File: config.mk
export PLATFORM = sky130hd
export DESIGN_NAME = spi_master_regs
export DESIGN_NICKNAME = d
export VERILOG_FILES = /design/src/rtl/spim_pkg.sv /design/src/rtl/spim_fifo.sv /design/src/rtl/spim_datapath.sv /design/src/rtl/spim_ctrl.sv /design/src/rtl/spi_master_regs.sv
export SDC_FILE = /design/constraint.sdc
export NUM_CORES = 1
export LEC_CHECK = 0
export BUFFER_PORTS_ARGS = -buffer_cell sky130_fd_sc_hd__buf_2
export CELL_PAD_IN_SITES_DETAIL_PLACEMENT = 1
export CELL_PAD_IN_SITES_GLOBAL_PLACEMENT = 1
export CORE_ASPECT_RATIO = 0.7
export CORE_MARGIN = 5
export CORE_UTILIZATION = 47
export DETAILED_ROUTE_END_ITERATION = 16
export PLACE_DENSITY = 0.76
export SETUP_SLACK_MARGIN = 0.1
export SLEW_MARGIN = 40
export SYNTH_ARGS = -nofsm -noshare
export SYNTH_HDL_FRONTEND = slang
export SYNTH_HIERARCHICAL = 1
export SYNTH_SLANG_ARGS = --single-unit
File: constraint.sdc
create_clock -name clk -period 2.8 [get_ports clk]
set_input_delay 0.56 -clock clk [delete_from_list [all_inputs] [get_ports clk]]
set_output_delay 0.56 -clock clk [all_outputs]
set_load 0.01 [all_outputs]
File: src/rtl/spim_pkg.sv
package spim_pkg;
  localparam int WORD_W  = 32;
  localparam int LEN_W   = 5;
  localparam int NUM_CS  = 4;

  localparam int OFF_CMD = 'h000;
  localparam int OFF_XS  = 'h010;
  localparam int OFF_FS  = 'h014;
  localparam int OFF_DIV = 'h020;
  localparam int OFF_TXF = 'h108;
  localparam int OFF_RXF = 'h188;

  localparam logic [WORD_W-1:0] CMD_MASK = 32'h7C30_181F;

  typedef struct packed {
    logic              start;
    logic [WORD_W-1:0] txWord;
    logic [LEN_W-1:0]  lenM1;
    logic              cpol;
    logic              cpha;
    logic              idleCpol;
  } spim_cmd_t;

  typedef struct packed {
    logic              busy;
    logic              done;
    logic [WORD_W-1:0] rxWord;
  } spim_evt_t;
endpackage

File: src/rtl/spim_fifo.sv
module spim_fifo #(
  parameter int W     = 32,
  parameter int DEPTH = 4
) (
  input  logic         clk,
  input  logic         rstN,
  input  logic         push,
  input  logic [W-1:0] wdata,
  input  logic         pop,
  output logic [W-1:0] rdata,
  output logic         empty,
  output logic         full
);
  localparam int AW    = (DEPTH > 1) ? $clog2(DEPTH) : 1;
  localparam int CNT_W = $clog2(DEPTH + 1);

  logic [W-1:0]     mem [DEPTH];
  logic [AW-1:0]    rdPtr, wrPtr;
  logic [CNT_W-1:0] count;

  function automatic logic [AW-1:0] nextPtr(input logic [AW-1:0] p);
    return (p == AW'(DEPTH - 1)) ? '0 : p + 1'b1;
  endfunction

  always_ff @(posedge clk or negedge rstN) begin
    if (!rstN) begin
      rdPtr <= '0;
      wrPtr <= '0;
      count <= '0;
    end else begin
      if (push) wrPtr <= nextPtr(wrPtr);
      if (pop)  rdPtr <= nextPtr(rdPtr);
      if (push && !pop)      count <= count + 1'b1;
      else if (pop && !push) count <= count - 1'b1;
    end
  end

  always_ff @(posedge clk) begin
    if (push) mem[wrPtr] <= wdata;
  end

  assign rdata = mem[rdPtr];
  assign empty = (count == '0);
  assign full  = (count == CNT_W'(DEPTH));

  AST_FIFO_PUSH_ROOM: assert property (@(posedge clk) disable iff (!rstN) push |-> !full);
  AST_FIFO_POP_DATA: assert property (@(posedge clk) disable iff (!rstN) pop |-> !empty);
endmodule

File: src/rtl/spim_datapath.sv
module spim_datapath
  import spim_pkg::*;
#(
  parameter int DIV_W = 8
) (
  input  logic             clk,
  input  logic             rstN,
  input  spim_cmd_t        cmd,
  input  logic [DIV_W-1:0] div,
  output spim_evt_t        evt,
  output logic             sclk,
  output logic             mosi,
  input  logic             miso
);
  localparam int EDGE_W = LEN_W + 1;

  logic              busyQ, finQ, sclkR, cpolQ, cphaQ;
  logic [LEN_W-1:0]  lenM1Q;
  logic [DIV_W-1:0]  divQ, halfCnt;
  logic [EDGE_W-1:0] edgeCnt;
  logic [WORD_W-1:0] shOut, shIn;
  logic              tick, sampleNow, shiftNow, lastEdge;

  assign tick      = busyQ && !finQ && (halfCnt == divQ);
  assign sampleNow = tick && (edgeCnt[0] == cphaQ);
  assign shiftNow  = tick && (edgeCnt[0] != cphaQ) && !(cphaQ && edgeCnt == '0);
  assign lastEdge  = (edgeCnt == {lenM1Q, 1'b1});

  always_ff @(posedge clk or negedge rstN) begin
    if (!rstN) begin
      busyQ   <= 1'b0;
      finQ    <= 1'b0;
      sclkR   <= 1'b0;
      cpolQ   <= 1'b0;
      cphaQ   <= 1'b0;
      lenM1Q  <= '0;
      divQ    <= '0;
      halfCnt <= '0;
      edgeCnt <= '0;
      shOut   <= '0;
      shIn    <= '0;
    end else if (finQ) begin
      finQ  <= 1'b0;
      busyQ <= 1'b0;
    end else if (!busyQ) begin
      if (cmd.start) begin
        busyQ   <= 1'b1;
        sclkR   <= cmd.cpol;
        cpolQ   <= cmd.cpol;
        cphaQ   <= cmd.cpha;
        lenM1Q  <= cmd.lenM1;
        divQ    <= div;
        halfCnt <= '0;
        edgeCnt <= '0;
        shOut   <= cmd.txWord << (LEN_W'(WORD_W - 1) - cmd.lenM1);
        shIn    <= '0;
      end
    end else if (tick) begin
      halfCnt <= '0;
      sclkR   <= ~sclkR;
      edgeCnt <= edgeCnt + 1'b1;
      if (sampleNow) shIn  <= {shIn[WORD_W-2:0], miso};
      if (shiftNow)  shOut <= shOut << 1;
      if (lastEdge)  finQ  <= 1'b1;
    end else begin
      halfCnt <= halfCnt + 1'b1;
    end
  end

  assign evt.busy   = busyQ;
  assign evt.done   = finQ;
  assign evt.rxWord = shIn;
  assign mosi       = busyQ & shOut[WORD_W-1];
  assign sclk       = busyQ ? sclkR : cmd.idleCpol;

  AST_DONE_AT_IDLE_LEVEL: assert property (@(posedge clk) disable iff (!rstN) finQ |-> (sclkR == cpolQ));
  AST_START_ONLY_IDLE: assert property (@(posedge clk) disable iff (!rstN) cmd.start |-> !busyQ);
endmodule

File: src/rtl/spim_ctrl.sv
module spim_ctrl
  import spim_pkg::*;
#(
  parameter int ADDR_W     = 9,
  parameter int FIFO_DEPTH = 4,
  parameter int DIV_W      = 8,
  parameter int DIV_RESET  = 1
) (
  input  logic              clk,
  input  logic              rstN,
  input  logic              regWr,
  input  logic              regRd,
  input  logic [ADDR_W-1:0] regAddr,
  input  logic [WORD_W-1:0] regWdata,
  output logic [WORD_W-1:0] regRdata,
  output logic [NUM_CS-1:0] csN,
  output spim_cmd_t         cmd,
  output logic [DIV_W-1:0]  divOut,
  input  spim_evt_t         evt
);
  logic [WORD_W-1:0] cmdReg;
  logic [DIV_W-1:0]  divReg;
  logic              ready;
  logic [4:0]        stk;   // {err, txOvf, txUnd, rxOvf, rxUnd}
  logic wrCmd, wrXs, wrFs, wrDiv, wrTx, rdRx, start;
  logic txPush, txPop, txEmpty, txFull, rxPush, rxPop, rxEmpty, rxFull;
  logic txOvf, txUnd, rxOvf, rxUnd;
  logic [WORD_W-1:0] txHead, rxHead;
  logic [4:0] setV, clrV;

  assign wrCmd = regWr && (regAddr == ADDR_W'(OFF_CMD));
  assign wrXs  = regWr && (regAddr == ADDR_W'(OFF_XS));
  assign wrFs  = regWr && (regAddr == ADDR_W'(OFF_FS));
  assign wrDiv = regWr && (regAddr == ADDR_W'(OFF_DIV));
  assign wrTx  = regWr && (regAddr == ADDR_W'(OFF_TXF));
  assign rdRx  = regRd && (regAddr == ADDR_W'(OFF_RXF));

  assign start  = wrCmd && !evt.busy && regWdata[31];
  assign txPop  = start && regWdata[11] && !txEmpty;
  assign txUnd  = start && regWdata[11] && txEmpty;
  assign txPush = wrTx && !txFull;
  assign txOvf  = wrTx && txFull;
  assign rxPush = evt.done && cmdReg[12] && !rxFull;
  assign rxOvf  = evt.done && cmdReg[12] && rxFull;
  assign rxPop  = rdRx && !rxEmpty;
  assign rxUnd  = rdRx && rxEmpty;

  assign setV = {txOvf | txUnd | rxOvf | rxUnd, txOvf, txUnd, rxOvf, rxUnd};
  assign clrV = wrFs ? regWdata[8:4] : 5'b0;

  always_ff @(posedge clk or negedge rstN) begin
    if (!rstN) begin
      cmdReg <= '0;
      divReg <= DIV_W'(DIV_RESET);
      ready  <= 1'b0;
      stk    <= '0;
    end else begin
      if (wrCmd && !evt.busy) cmdReg <= regWdata & CMD_MASK;
      if (wrDiv) divReg <= regWdata[DIV_W-1:0];
      ready <= evt.done | (ready & ~(wrXs & regWdata[30]));
      stk   <= setV | (stk & ~clrV);
    end
  end

  spim_fifo #(.W(WORD_W), .DEPTH(FIFO_DEPTH)) i_txFifo (
    .clk(clk), .rstN(rstN), .push(txPush), .wdata(regWdata), .pop(txPop),
    .rdata(txHead), .empty(txEmpty), .full(txFull));

  spim_fifo #(.W(WORD_W), .DEPTH(FIFO_DEPTH)) i_rxFifo (
    .clk(clk), .rstN(rstN), .push(rxPush), .wdata(evt.rxWord), .pop(rxPop),
    .rdata(rxHead), .empty(rxEmpty), .full(rxFull));

  assign cmd.start    = start;
  assign cmd.txWord   = txPop ? txHead : '0;
  assign cmd.lenM1    = regWdata[LEN_W-1:0];
  assign cmd.cpol     = regWdata[29];
  assign cmd.cpha     = regWdata[28];
  assign cmd.idleCpol = cmdReg[29];
  assign divOut       = divReg;

  always_comb begin
    regRdata = '0;
    if (regAddr == ADDR_W'(OFF_CMD))      regRdata = cmdReg | {evt.busy, 31'b0};
    else if (regAddr == ADDR_W'(OFF_XS))  regRdata = {1'b0, ready, 30'b0};
    else if (regAddr == ADDR_W'(OFF_FS))  regRdata = {23'b0, stk, txFull, txEmpty, rxFull, rxEmpty};
    else if (regAddr == ADDR_W'(OFF_DIV)) regRdata = WORD_W'(divReg);
    else if (regAddr == ADDR_W'(OFF_RXF)) regRdata = rxEmpty ? '0 : rxHead;
  end

  for (genvar i = 0; i < NUM_CS; i++) begin : g_cs
    assign csN[i] = !((cmdReg[27:26] == 2'(i)) && (cmdReg[21] ? !cmdReg[20] : evt.busy));
  end

  AST_READY_ON_DONE: assert property (@(posedge clk) disable iff (!rstN) evt.done |=> ready);
  AST_UNDERRUN_FLAG: assert property (@(posedge clk) disable iff (!rstN) (start && regWdata[11] && txEmpty) |=> stk[2]);
  AST_OVERFLOW_FLAG: assert property (@(posedge clk) disable iff (!rstN) (evt.done && cmdReg[12] && rxFull) |=> (stk[1] && stk[4]));
  AST_ONE_CS_LOW: assert property (@(posedge clk) disable iff (!rstN) $onehot0(~csN));
endmodule

File: src/rtl/spi_master_regs.sv
module spi_master_regs
  import spim_pkg::*;
#(
  parameter int ADDR_W     = 9,
  parameter int FIFO_DEPTH = 4,
  parameter int DIV_W      = 8,
  parameter int DIV_RESET  = 1
) (
  input  logic              clk,
  input  logic              rstN,
  input  logic              regWr,
  input  logic              regRd,
  input  logic [ADDR_W-1:0] regAddr,
  input  logic [31:0]       regWdata,
  output logic [31:0]       regRdata,
  output logic              sclk,
  output logic              mosi,
  input  logic              miso,
  output logic [3:0]        csN
);
  spim_cmd_t        cmd;
  spim_evt_t        evt;
  logic [DIV_W-1:0] div;

  spim_ctrl #(.ADDR_W(ADDR_W), .FIFO_DEPTH(FIFO_DEPTH), .DIV_W(DIV_W), .DIV_RESET(DIV_RESET)) i_ctrl (
    .clk(clk), .rstN(rstN), .regWr(regWr), .regRd(regRd), .regAddr(regAddr),
    .regWdata(regWdata), .regRdata(regRdata), .csN(csN), .cmd(cmd),
    .divOut(div), .evt(evt));

  spim_datapath #(.DIV_W(DIV_W)) i_datapath (
    .clk(clk), .rstN(rstN), .cmd(cmd), .div(div), .evt(evt),
    .sclk(sclk), .mosi(mosi), .miso(miso));
endmodule

==> impl_metrics.csv <==
group,metric,value,unit
run_status,status,"finished, violations left",
run_status,violations,"setup timing",
critical_path,critPathLaunch,"i_ctrl/i_txFifo/rdPtr[0]$_DFFE_PN0P_",
critical_path,rr_worst_depth,10,
die,die_w,245,microns
timing,rsz0062_at_grt,"true",
cts,cts_tree,"done",
power,p_total,12700,uW
critical_path,crit_type,"reg2reg",
global_route,grt_first_pass_wirelength,78900,microns
detailed_routing,vias,11900,
timing,skew,0.0201,ns
final_layout,final_cells,2022,
cts,clock_sinks,393,
timing,timing.fmax,305,MHz
cts,cts_root_buffer,"clkbuf_16",
global_route,grt_start_max_net_pins,53,
critical_path,worstPathRequired,3.23,ns
detailed_routing,wl,53700,microns
synthesis,synth_nets,1270,
timing,whs,0.221,ns
final_layout,fin_nets,1523,
worst_hold_path,holdCritStartpoint,"regWdata[16]",
cts,worstSkewPairLatency,0.56,ns
worst_hold_path,min_to,"i_ctrl/i_txFifo/mem[0][16]$_DFFE_PP_",
die,die_y,175,microns
place,portBuffers,83,
detailed_routing,wl_per_cell,26.6,microns
timing,worst_pin_slew,0.824,ns
synthesis,synth_warnings,6,
die,die_area,0.0428,sq mm
final_layout,syn2layout_area_growth,26.1,%
synthesis,seq_area_frac_synth,61.0,%
die,start_util,47.5,%
timing,drv_slew,0,
synthesis,ys.flop_type,"edfxtp_1",
die,ios,84,
critical_path,path_max_fanout,7,
critical_path,reg2reg_setup_slack,-0.48,ns
power,p_per_area,554,mW/mm^2
synthesis,syn_area_per_cell,15.1,sq um
timing,fin_crit,3.28,ns
critical_path,cp_data_arrival_time,3.71,ns
place,gp_congestion,0.894,
synthesis,yosys.cell_types.count,71,
synthesis,ys_ff_latch,393,
run,cap_viol_max_count,0,
synthesis,syn_area,0.0182,sq mm
timing,min_period_over_period,117,%
place,pre_cts_ws,-0.558,ns
global_route,grtUsageTotal,24.0,%
synthesis,syn_inst,1207,
place,dp_cells,1900,
detailed_routing,ant_nets,0,
timing,finalWorstSetupSlack,-0.479,ns
global_route,grt_overflow,0,
critical_path,reg2reg_to,"i_datapath/shOut[31]$_DFFE_PN0P_",
timing,max_slew_margin,44.7,%
timing,setup_viol,64,
cts,clock_path_buffers,3,
worst_hold_path,hold_depth,1,
timing,hold_violations,0,
die,rows,60,
power,peakVddDrop,0.445,mV
detailed_routing,drt_iter0_drc,1136,
place,place_hpwl,32800,microns
cts,htree_levels,2,
cts,numCtsBuffers,41,
detailed_routing,drc,0,
critical_path,cp-end-kind,"flop",
die,core_region_area,0.0384,sq mm
cts,path_clk_slew,0.07,ns
critical_path,r2r-start,"i_ctrl/i_txFifo/rdPtr[0]$_DFFE_PN0P_",
worst_hold_path,hp-class,"in2reg",
detailed_routing,drt_first_pass_iters,5,
synthesis,async_reset_ff_share,34.9,%
detailed_routing,avgViaCountPerCell,5.86,
timing,setup_tns,-15.14,ns
power,leakagePower,0.00892,uW
global_route,grt_pass1_vias,12600,
global_route,antenna_found_initial,2,
critical_path,start_kind,"flop",
synthesis,synth-edff-count,256,
final_layout,drive_gt1_share,41.8,%
[kinds of logic after synthesis]
family / count (synthesis) / share of synthesized area (%)
AO/OA/AOI/OAI: 131 / 5.02
XOR/XNOR: 26 / 1.25
adder cells (fa/ha/maj): 17 / 1.25
buffers and inverters: 129 / 4.00
flip-flops: 393 / 61.0
multiplexers: 218 / 19.2
AND/OR/NAND/NOR: 293 / 8.25
[worst max path at each step]
stage | endpoint | slack (ns) | cells past startpoint
floorplan | i_datapath/shOut[30]$_DFFE_PN0P_ | -0.33 | 11
global placement | i_datapath/shOut[30]$_DFFE_PN0P_ | -0.47 | 12
detailed placement | i_datapath/shOut[30]$_DFFE_PN0P_ | -0.56 | 12
CTS | i_datapath/shOut[27]$_DFFE_PN0P_ | -0.36 | 9
global route | i_datapath/shOut[31]$_DFFE_PN0P_ | -0.54 | 10
finish | i_datapath/shOut[31]$_DFFE_PN0P_ | -0.48 | 10
[cell usage after synthesis (all sizes together), types with 15 or more instances]
cell type / number / area (sq um)
edfxtp: 256 / 7690
dfrtp: 136 / 3400
nand2: 132 / 498
mux4: 93 / 2160
mux2: 63 / 713
mux2i: 62 / 621
and2: 60 / 375
inv: 56 / 210
buf: 47 / 420
o21ai: 42 / 210
nor2: 33 / 134
clkbuf: 26 / 97.6
a22o: 22 / 193
a21oi: 21 / 109
ha: 15 / 188
nand3: 15 / 75.1
[registers in the layout, indices dropped and copies added (netlist names), 6 cells and up]
signal and flops:
i_ctrl/i_rxFifo/mem 128, i_ctrl/i_txFifo/mem 128, i_datapath/shIn 32, i_datapath/shOut 32, i_ctrl/cmdReg 14, i_ctrl/divOut 8, i_datapath/divQ 8, i_datapath/halfCnt 8
i_datapath/edgeCnt 6
[cell type report]
class | instances | area [sq um]
fill | 3578 | 15400
sequential | 393 | 11100
multi-input combinational | 685 | 6930
timing repair buffer | 283 | 2720
clock buffer | 62 | 1170
tap | 527 | 659
inverter | 56 | 215
clock inverter | 13 | 155
antenna | 3 | 7.51
[timing repair]
item / CTS / global route
cloned: 5 / 1
pin swaps: 42 / 57
resized for setup: 144 / 114
setup buffers: 22 / 22
hold buffers: 1 / 0
endpoints found under the hold margin: 23 / 0
setup endpoints to repair: 62 / 66
[critical path, stage by stage (launching register included)]
cell      delay, ns
dfrtp_2        0.47
buf_12         0.16
buf_6          0.09
mux4_2         0.53
and2_4         0.20
buf_6          0.11
mux4_2         0.53
mux2_4         0.34
mux2i_2        0.22
o221ai_1       0.18
mux2_2         0.29
[power breakdown]
| group | leakage [uW] | internal (uW) | switching (uW) | total, uW |
|---|---|---|---|---|
| Clock | 0.000642 | 3170 | 2300 | 5470 |
| Sequential | 0.00397 | 6370 | 198 | 6570 |
| Combinational | 0.00431 | 277 | 409 | 686 |
[metal layers]
metal | track usage, % | vias to the layer above | part of all wire (%)
met4 | 7.22 | 0 | 2.5
met3 | 4.68 | 89 | 7.4
met5 | 0 | - | 0
li1 | - | 5061 | -
met1 | 35.0 | 6172 | 43
met2 | 37.0 | 530 | 47
[metrics by stage]
step	cell area (sq um)	utilization [%]
floorplan	18300	-
global placement	20300	52.9
detailed placement	20300	52.9
CTS	22400	58.4
global route	23000	59.9
finish	23000	59.9
[layout by cell type, fill, tap and decap left out, types with 35 or more instances in the layout]
| cell type | instances |
|---|---|
| edfxtp_1 | 256 |
| dfrtp_1 | 131 |
| mux2i_1 | 47 |
| clkbuf_16 | 43 |
| nand2_1 | 119 |
| inv_1 | 48 |
| and2_4 | 42 |
| mux4_2 | 88 |
| buf_6 | 70 |
| buf_4 | 114 |
| mux2_2 | 35 |
| buf_2 | 61 |
Power figures use the tool's default switching activity.
